===== config.mk =====
export PLATFORM = sky130hd
export DESIGN_NAME = refclk_monitor
export DESIGN_NICKNAME = d
export VERILOG_FILES = /design/src/rtl/refclk_monitor_pkg.sv /design/src/rtl/refmon_edge.sv /design/src/rtl/refmon_class.sv /design/src/rtl/refmon_coarse.sv /design/src/rtl/refmon_cycle.sv /design/src/rtl/refclk_monitor.sv
export SDC_FILE = /design/constraint.sdc
export NUM_CORES = 1
export LEC_CHECK = 0
export ABC_AREA = 0
export ABC_CLOCK_PERIOD_IN_PS = 6000
export CAP_MARGIN = 20
export CORE_MARGIN = 2
export CORE_UTILIZATION = 30
export DETAILED_ROUTE_END_ITERATION = 10
export GPL_TIMING_DRIVEN = 0
export HOLD_SLACK_MARGIN = 0.02
export PLACE_DENSITY = 0.53
export SLEW_MARGIN = 40
export SYNTH_ARGS = -nofsm -noshare
export SYNTH_HDL_FRONTEND = slang
export SYNTH_SLANG_ARGS = --single-unit

===== constraint.sdc =====
create_clock -name clk_i -period 6 [get_ports clk_i]
set_clock_uncertainty 0.1 [all_clocks]
set_input_delay 0.9 -clock clk_i [delete_from_list [all_inputs] [get_ports clk_i]]
set_output_delay 0.9 -clock clk_i [all_outputs]
set_load 0.05 [all_outputs]

===== src/rtl/refclk_monitor_pkg.sv =====
package refclk_monitor_pkg;
  localparam int unsigned N_RATES  = 7;
  localparam int unsigned CODE_W   = 3;
  localparam int unsigned BAND_DIV = 8;  // +-12.5 % acceptance
  typedef logic [CODE_W-1:0] code_t;
  localparam code_t CODE_NONE = '0;
endpackage


===== src/rtl/refmon_edge.sv =====
module refmon_edge #(
  parameter int unsigned SYNC_STAGES = 2,
  parameter int unsigned CNT_W       = 18
) (
  input  logic             clk_i,
  input  logic             rst_ni,
  input  logic             ref_i,
  input  logic [CNT_W-1:0] lim_i,
  output logic             rise_o,
  output logic             per_vld_o,
  output logic [CNT_W-1:0] per_o,
  output logic             lost_o
);
  logic [SYNC_STAGES-1:0] sync_q;
  logic                   last_q;
  logic [CNT_W-1:0]       cnt_q;
  logic                   seen_q;

  always_ff @(posedge clk_i or negedge rst_ni) begin
    if (!rst_ni) begin
      sync_q <= '0;
      last_q <= 1'b0;
    end else begin
      sync_q <= {sync_q[SYNC_STAGES-2:0], ref_i};
      last_q <= sync_q[SYNC_STAGES-1];
    end
  end

  assign rise_o    = sync_q[SYNC_STAGES-1] & ~last_q;
  assign per_vld_o = rise_o & seen_q;
  assign per_o     = (cnt_q == '1) ? cnt_q : cnt_q + 1'b1;
  assign lost_o    = !rise_o && (cnt_q == lim_i);

  always_ff @(posedge clk_i or negedge rst_ni) begin
    if (!rst_ni) begin
      cnt_q  <= '0;
      seen_q <= 1'b0;
    end else if (rise_o) begin
      cnt_q  <= '0;
      seen_q <= 1'b1;
    end else begin
      if (cnt_q != '1) cnt_q <= cnt_q + 1'b1;
      if (lost_o) seen_q <= 1'b0;  // gap after a loss is not a period
    end
  end
endmodule


===== src/rtl/refmon_class.sv =====
module refmon_class import refclk_monitor_pkg::*; #(
  parameter int unsigned PER_TAB [N_RATES] = '{100000, 25000, 130, 98, 24, 12, 10},
  parameter int unsigned CNT_W = 18
) (
  input  logic             clk_i,
  input  logic             rst_ni,
  input  logic             per_vld_i,
  input  logic [CNT_W-1:0] per_i,
  input  logic             lost_i,
  output code_t            code_o,
  output logic             valid_o,
  output logic             chg_o
);
  code_t cls, cand_q, code_q;
  logic  valid_q;

  // later entries (faster rates) win where bands touch
  always_comb begin
    cls = CODE_NONE;
    for (int i = 0; i < N_RATES; i++) begin
      if (per_i >= CNT_W'(PER_TAB[i] - PER_TAB[i] / BAND_DIV) &&
          per_i <= CNT_W'(PER_TAB[i] + PER_TAB[i] / BAND_DIV))
        cls = CODE_W'(i + 1);
    end
  end

  assign chg_o = per_vld_i && (cls != CODE_NONE) && (cls == cand_q) && (cls != code_q);

  always_ff @(posedge clk_i or negedge rst_ni) begin
    if (!rst_ni) begin
      cand_q  <= CODE_NONE;
      code_q  <= CODE_NONE;
      valid_q <= 1'b0;
    end else if (lost_i) begin
      cand_q  <= CODE_NONE;
      code_q  <= CODE_NONE;
      valid_q <= 1'b0;
    end else if (per_vld_i) begin
      cand_q <= cls;
      if (cls != CODE_NONE && cls == cand_q) begin
        code_q  <= cls;
        valid_q <= 1'b1;
      end
    end
  end

  assign code_o  = code_q;
  assign valid_o = valid_q;
endmodule


===== src/rtl/refmon_coarse.sv =====
module refmon_coarse import refclk_monitor_pkg::*; #(
  parameter int unsigned PER_TAB [N_RATES] = '{100000, 25000, 130, 98, 24, 12, 10},
  parameter int unsigned WIN_CYC  = 6000,
  parameter int unsigned GOOD_RUN = 4,
  parameter int unsigned CNT_W    = 18
) (
  input  logic             clk_i,
  input  logic             rst_ni,
  input  logic             rise_i,
  input  logic             per_vld_i,
  input  logic [CNT_W-1:0] per_i,
  input  code_t            code_i,
  input  logic             valid_i,
  input  logic             chg_i,
  output logic             eval_o,
  output logic             fail_o
);
  localparam int unsigned WIN_W = $clog2(WIN_CYC + 1);
  localparam int unsigned GR_W  = $clog2(GOOD_RUN + 1);

  logic             use_win;
  logic [WIN_W-1:0] e_lo, e_hi, wcnt_q, ecnt_q, ecnt_nxt;
  logic [CNT_W-1:0] b_lo, b_hi;
  logic             win_end, win_eval, per_eval, ok;
  logic [GR_W-1:0]  good_q;
  logic             fail_q;

  always_comb begin
    use_win = 1'b0;
    e_lo = '0; e_hi = '0; b_lo = '0; b_hi = '0;
    for (int i = 0; i < N_RATES; i++) begin
      if (code_i == CODE_W'(i + 1)) begin
        use_win = (WIN_CYC >= 8 * PER_TAB[i]);
        e_lo = WIN_W'(WIN_CYC / PER_TAB[i] - (WIN_CYC / PER_TAB[i]) / BAND_DIV);
        e_hi = WIN_W'(WIN_CYC / PER_TAB[i] + (WIN_CYC / PER_TAB[i]) / BAND_DIV);
        b_lo = CNT_W'(PER_TAB[i] - PER_TAB[i] / BAND_DIV);
        b_hi = CNT_W'(PER_TAB[i] + PER_TAB[i] / BAND_DIV);
      end
    end
  end

  assign win_end  = (wcnt_q == WIN_W'(WIN_CYC - 1));
  assign ecnt_nxt = ecnt_q + {{(WIN_W-1){1'b0}}, rise_i};
  assign win_eval = valid_i && !chg_i && win_end && use_win;
  assign per_eval = valid_i && !chg_i && per_vld_i && !use_win;
  assign eval_o   = win_eval || per_eval;
  assign ok       = use_win ? (ecnt_nxt >= e_lo && ecnt_nxt <= e_hi)
                            : (per_i >= b_lo && per_i <= b_hi);

  always_ff @(posedge clk_i or negedge rst_ni) begin
    if (!rst_ni) begin
      wcnt_q <= '0;
      ecnt_q <= '0;
    end else if (!valid_i || chg_i || win_end) begin
      wcnt_q <= '0;
      ecnt_q <= '0;
    end else begin
      wcnt_q <= wcnt_q + 1'b1;
      ecnt_q <= ecnt_nxt;
    end
  end

  always_ff @(posedge clk_i or negedge rst_ni) begin
    if (!rst_ni) begin
      fail_q <= 1'b0;
      good_q <= '0;
    end else if (eval_o) begin
      if (!ok) begin
        fail_q <= 1'b1;
        good_q <= '0;
      end else if (fail_q) begin
        if (good_q == GR_W'(GOOD_RUN - 1)) begin
          fail_q <= 1'b0;
          good_q <= '0;
        end else good_q <= good_q + 1'b1;
      end
    end
  end

  assign fail_o = fail_q;
endmodule


===== src/rtl/refmon_cycle.sv =====
module refmon_cycle #(
  parameter int unsigned GOOD_RUN = 4,
  parameter int unsigned CNT_W    = 18
) (
  input  logic             clk_i,
  input  logic             rst_ni,
  input  logic             per_vld_i,
  input  logic [CNT_W-1:0] per_i,
  input  logic [CNT_W-1:0] nom_i,
  input  logic             valid_i,
  input  logic             chg_i,
  input  logic             lost_i,
  output logic             fail_o
);
  localparam int unsigned GR_W = $clog2(GOOD_RUN + 1);

  logic            eval, bad;
  logic [GR_W-1:0] good_q;
  logic            fail_q;

  assign eval = per_vld_i && valid_i && !chg_i;
  assign bad  = (per_i < (nom_i >> 1)) || (per_i > nom_i + (nom_i >> 1));

  always_ff @(posedge clk_i or negedge rst_ni) begin
    if (!rst_ni) begin
      fail_q <= 1'b0;
      good_q <= '0;
    end else if (lost_i || (eval && bad)) begin
      fail_q <= 1'b1;
      good_q <= '0;
    end else if (eval && fail_q) begin
      if (good_q == GR_W'(GOOD_RUN - 1)) begin
        fail_q <= 1'b0;
        good_q <= '0;
      end else good_q <= good_q + 1'b1;
    end
  end

  assign fail_o = fail_q;
endmodule


===== src/rtl/refclk_monitor.sv =====
module refclk_monitor import refclk_monitor_pkg::*; #(
  // nominal periods in system cycles, longest first (2 kHz .. 19.44 MHz)
  parameter int unsigned PER_TAB [N_RATES] = '{100000, 25000, 130, 98, 24, 12, 10},
  parameter int unsigned WIN_CYC     = 6000,
  parameter int unsigned GOOD_RUN    = 4,
  parameter int unsigned SYNC_STAGES = 2
) (
  input  logic       clk_i,
  input  logic       rst_ni,
  input  logic       ref_i,
  output logic [2:0] code_o,
  output logic       valid_o,
  output logic       coarse_fail_o,
  output logic       cycle_fail_o
);
  localparam int unsigned CNT_W = $clog2(2 * PER_TAB[0] + 2);

  logic             rise, per_vld, lost, chg, cf_eval;
  logic [CNT_W-1:0] per, nom, lim;
  code_t            code;

  always_comb begin
    nom = '0;
    for (int i = 0; i < N_RATES; i++)
      if (code == CODE_W'(i + 1)) nom = CNT_W'(PER_TAB[i]);
  end

  assign lim = valid_o ? {nom[CNT_W-2:0], 1'b0} : CNT_W'(2 * PER_TAB[0]);

  refmon_edge #(.SYNC_STAGES(SYNC_STAGES), .CNT_W(CNT_W)) u_edge (
    .clk_i(clk_i), .rst_ni(rst_ni), .ref_i(ref_i), .lim_i(lim),
    .rise_o(rise), .per_vld_o(per_vld), .per_o(per), .lost_o(lost)
  );

  refmon_class #(.PER_TAB(PER_TAB), .CNT_W(CNT_W)) u_class (
    .clk_i(clk_i), .rst_ni(rst_ni), .per_vld_i(per_vld), .per_i(per),
    .lost_i(lost), .code_o(code), .valid_o(valid_o), .chg_o(chg)
  );

  refmon_coarse #(.PER_TAB(PER_TAB), .WIN_CYC(WIN_CYC), .GOOD_RUN(GOOD_RUN),
                  .CNT_W(CNT_W)) u_coarse (
    .clk_i(clk_i), .rst_ni(rst_ni), .rise_i(rise), .per_vld_i(per_vld),
    .per_i(per), .code_i(code), .valid_i(valid_o), .chg_i(chg),
    .eval_o(cf_eval), .fail_o(coarse_fail_o)
  );

  refmon_cycle #(.GOOD_RUN(GOOD_RUN), .CNT_W(CNT_W)) u_cycle (
    .clk_i(clk_i), .rst_ni(rst_ni), .per_vld_i(per_vld), .per_i(per),
    .nom_i(nom), .valid_i(valid_o), .chg_i(chg), .lost_i(lost),
    .fail_o(cycle_fail_o)
  );

  assign code_o = code;
endmodule


==> flow_metrics.py <==
metrics = {
    "outcome": {
        "outcome": "complete, no violations",
    },
    "timing": {
        "final.setup.tns_ns": 0,
        "max_slew_margin_pct": 43.51,
        "grt_setup_unrepaired": "false",
        "holdWs_ns": 0.2553,
        "setup_viol": 0,
        "finalCritPeriodShare_pct": 95.46,
        "finalHoldViolations": 0,
        "final-max-slew-violation-count": 0,
        "tightest_slew_ns": 0.8396,
        "max_freq_mhz": 174.6,
        "fin_crit_ns": 5.728,
    },
    "setup_path": {
        "critPathKind": "reg2reg",
        "crit_chain": "ha_1 -> nand3_2 -> nor4_4 -> nand2_1 -> a21oi_1 -> inv_1 -> ha_1 -> nand4_1 -> or4_1 -> nor4_2 -> a211oi_1 -> nor3_1 -> a21oi_1 -> a41o_1 -> or3b_1 -> or4_1 -> a21boi_1",
        "r2r_start": "u_edge.cnt_q[1]",
        "slowest_stage": "nor4_4",
        "crit_arrival_ns": 5.89,
        "crit_required_ns": 6.16,
        "critPathMaxStageDelay_ns": 0.60,
        "crit_buf_inv": 1,
        "critPathCaptureType": "flip-flop",
        "critPathMaxFanout": 8,
        "cp_top_family": "simple AND/OR/NAND/NOR gates",
        "startpoint_type": "flip-flop",
        "reg2reg_slack_ns": 0.27,
        "crit_start": "u_edge.cnt_q[1]",
    },
    "cells_and_area": {
        "layout-drive-gt1-share_pct": 11.20,
        "area_growth_pct": 11.55,
        "diodes": 0,
        "final_area_um2": 7615,
        "final_nets": 940,
        "final_core_utilization_pct": 33.84,
    },
    "synth": {
        "yosysMostFrequentCell": "nor2_1",
        "synth_seq_area_share_pct": 23.09,
        "syn_area_um2": 6827,
        "synth.avg_cell_area_um2": 8.088,
        "netlist_top_cells_count": "86 x nor2_1, 74 x ha_1, 63 x dfrtp_1",
        "synthesis.nets": 922,
        "syn-instance-count": 844,
        "synth_warnings": 0,
        "synth_cell_types": 90,
        "synth_seq_cells": 63,
        "synth_flop_cell": "dfrtp_1",
        "synth_top_area_cell": "dfrtp_1",
        "async_reset_ff_share_pct": 100.0,
        "synth_area_leaders": "dfrtp_1 23%, ha_1 14%, nor2_1 4.7%, xnor2_1 4.4%, a21oi_1 3.4%",
        "synth.top_cell.area_share_pct": 23.09,
        "synth_edf_count": 0,
    },
    "clock_network": {
        "cts_buffer_depth": 2,
        "clk_pin_slew_worst_paths_ns": 0.06,
        "cts_hold_buffers": 0,
        "cts_setup_buffers": 0,
        "cts-root-buf": "clkbuf_16",
        "cts.htree.levels": 3,
        "cts_tree": "done",
        "clk-insertion-delay-late_ns": 0.35,
        "cts_sinks": 63,
        "cts_buffers": 9,
    },
    "global_routing": {
        "grt_pass1_wl_um": 34570,
        "antenna_found_initial": 0,
        "grt_pass1_vias": 6131,
        "grt_usage_pct": 18.45,
        "grt_overflow": 0,
        "grt_max_degree": 41,
    },
    "detailed_routing": {
        "antenna_left": 0,
        "vias": 6578,
        "wl_per_cell_um": 18.83,
        "wirelength_um": 21680,
        "vias_per_cell": 5.715,
        "dr.pass1.iters": 8,
        "drc": 0,
        "dr.first_iter.drc_count": 742,
    },
    "place": {
        "gp_congestion": 0.9600,
        "post_dp_cell_area_um2": 7293,
        "dp_hpwl_um": 16540,
        "port_buffers": 8,
    },
    "pwr": {
        "cellPowerDensity_nw_per_um2": 319.8,
        "leakagePower_nw": 3.326,
        "peakVddDrop_mv": 0.1947,
    },
    "floorplan": {
        "io_pins": 9,
        "die-area_um2": 23980,
        "coreArea_um2": 22500,
        "rows": 55,
        "die_y_um": 154.9,
        "die_x_um": 154.9,
        "initial_core_util_pct": 30.34,
    },
    "run": {
        "drv_cap": 0,
    },
    "min_path": {
        "hold_class": "reg2reg",
        "holdCritStartpoint": "u_edge.sync_q[0]",
    },
}
[what timing repair did]
| item | in CTS | in global routing |
|---|---|---|
| cloned | 0 | 0 |
| gates resized for setup | 4 | 10 |
| endpoints found under the setup margin | 1 | 1 |
[worst paths after layout]
path	end	cells after the start
max in group asynchronous	u_class.code_o[2]	2
worst max register to register	u_cycle.good_q[0]	17
min in group asynchronous	u_edge.cnt_q[4]	1
worst min register to register	u_edge.sync_q[1]	0
worst max-delay path	u_cycle.good_q[0]	17
worst min-delay path	u_edge.sync_q[1]	0
[area by class of cell]
cell class	count	area (µm²)
repair buffers	9	101.3
clock inverters	6	62.56
inverters	45	170.2
multi-input cells	690	4886
clock buffers	9	225.2
plain buffers	44	235.2
well taps	285	356.6
flip-flops and latches	63	1578
fillers	2318	14890
[registers in the layout (all words and copies together), names as in the netlist]
name,flops
u_cycle.fail_o,1
u_edge.sync_q,2
u_class.code_o,3
u_edge.seen_q,1
u_edge.last_q,1
u_class.valid_o,1
u_coarse.good_q,3
u_coarse.ecnt_q,13
u_class.cand_q,3
u_coarse.fail_o,1
u_coarse.wcnt_q,13
u_edge.cnt_q,18
u_cycle.good_q,3
[cells by family (layout without fill, tap and decap cells)]
logic type                 count (synthesis)  count (layout)  share of synthesized area (%)
and+or+nand+nor                          335             335                          26.89
AOI/OAI and AO/OA                        220             220                          22.09
buffers and inverters                     91             113                          5.957
adders and majority gates                 77              77                          14.15
DFF                                       63              63                          23.09
xor gates and xnor gates                  49              49                          6.397
muxes                                      9               9                          1.430
[where the power goes]
part | internal (mW) | total [mW] | switching, mW
clock | 0.318 | 0.533 | 0.215
combinational | 0.544 | 1.39 | 0.847
sequential | 0.466 | 0.511 | 0.0447
total | 1.33 | 2.43 | 1.11
[metrics by stage]
step	std cells	setup slack [ns]	total power, mW
floorplan	844	0.4833	1.501
global placement	1137	-0.3408	1.864
detailed placement	1138	-0.3100	1.885
CTS	1152	0.1320	2.432
global route	1151	0.001162	2.618
finish	1151	0.2723	2.435
[routing by layer]
metal	track usage [%]	vias up	share of wire, %
met3	3.565	43	6.9
met5	0	-	0
met4	8.025	0	3.6
li1	-	3157	-
met1	26.31	3110	47
met2	27.08	268	42
[layout by cell type (no fill, tap or decap), types with 16 or more instances in the layout]
master and count:
nor2_1 83, ha_1 74, dfrtp_1 62, nand2_1 59, a21oi_1 47, inv_1 43
o21ai_0 42, nand3_1 35, xnor2_1 34, nand4_1 21, nor3_1 20, clkbuf_1 18
a21o_1 18, nor2b_1 18, buf_2 16
(Power assumes the default switching activity.)
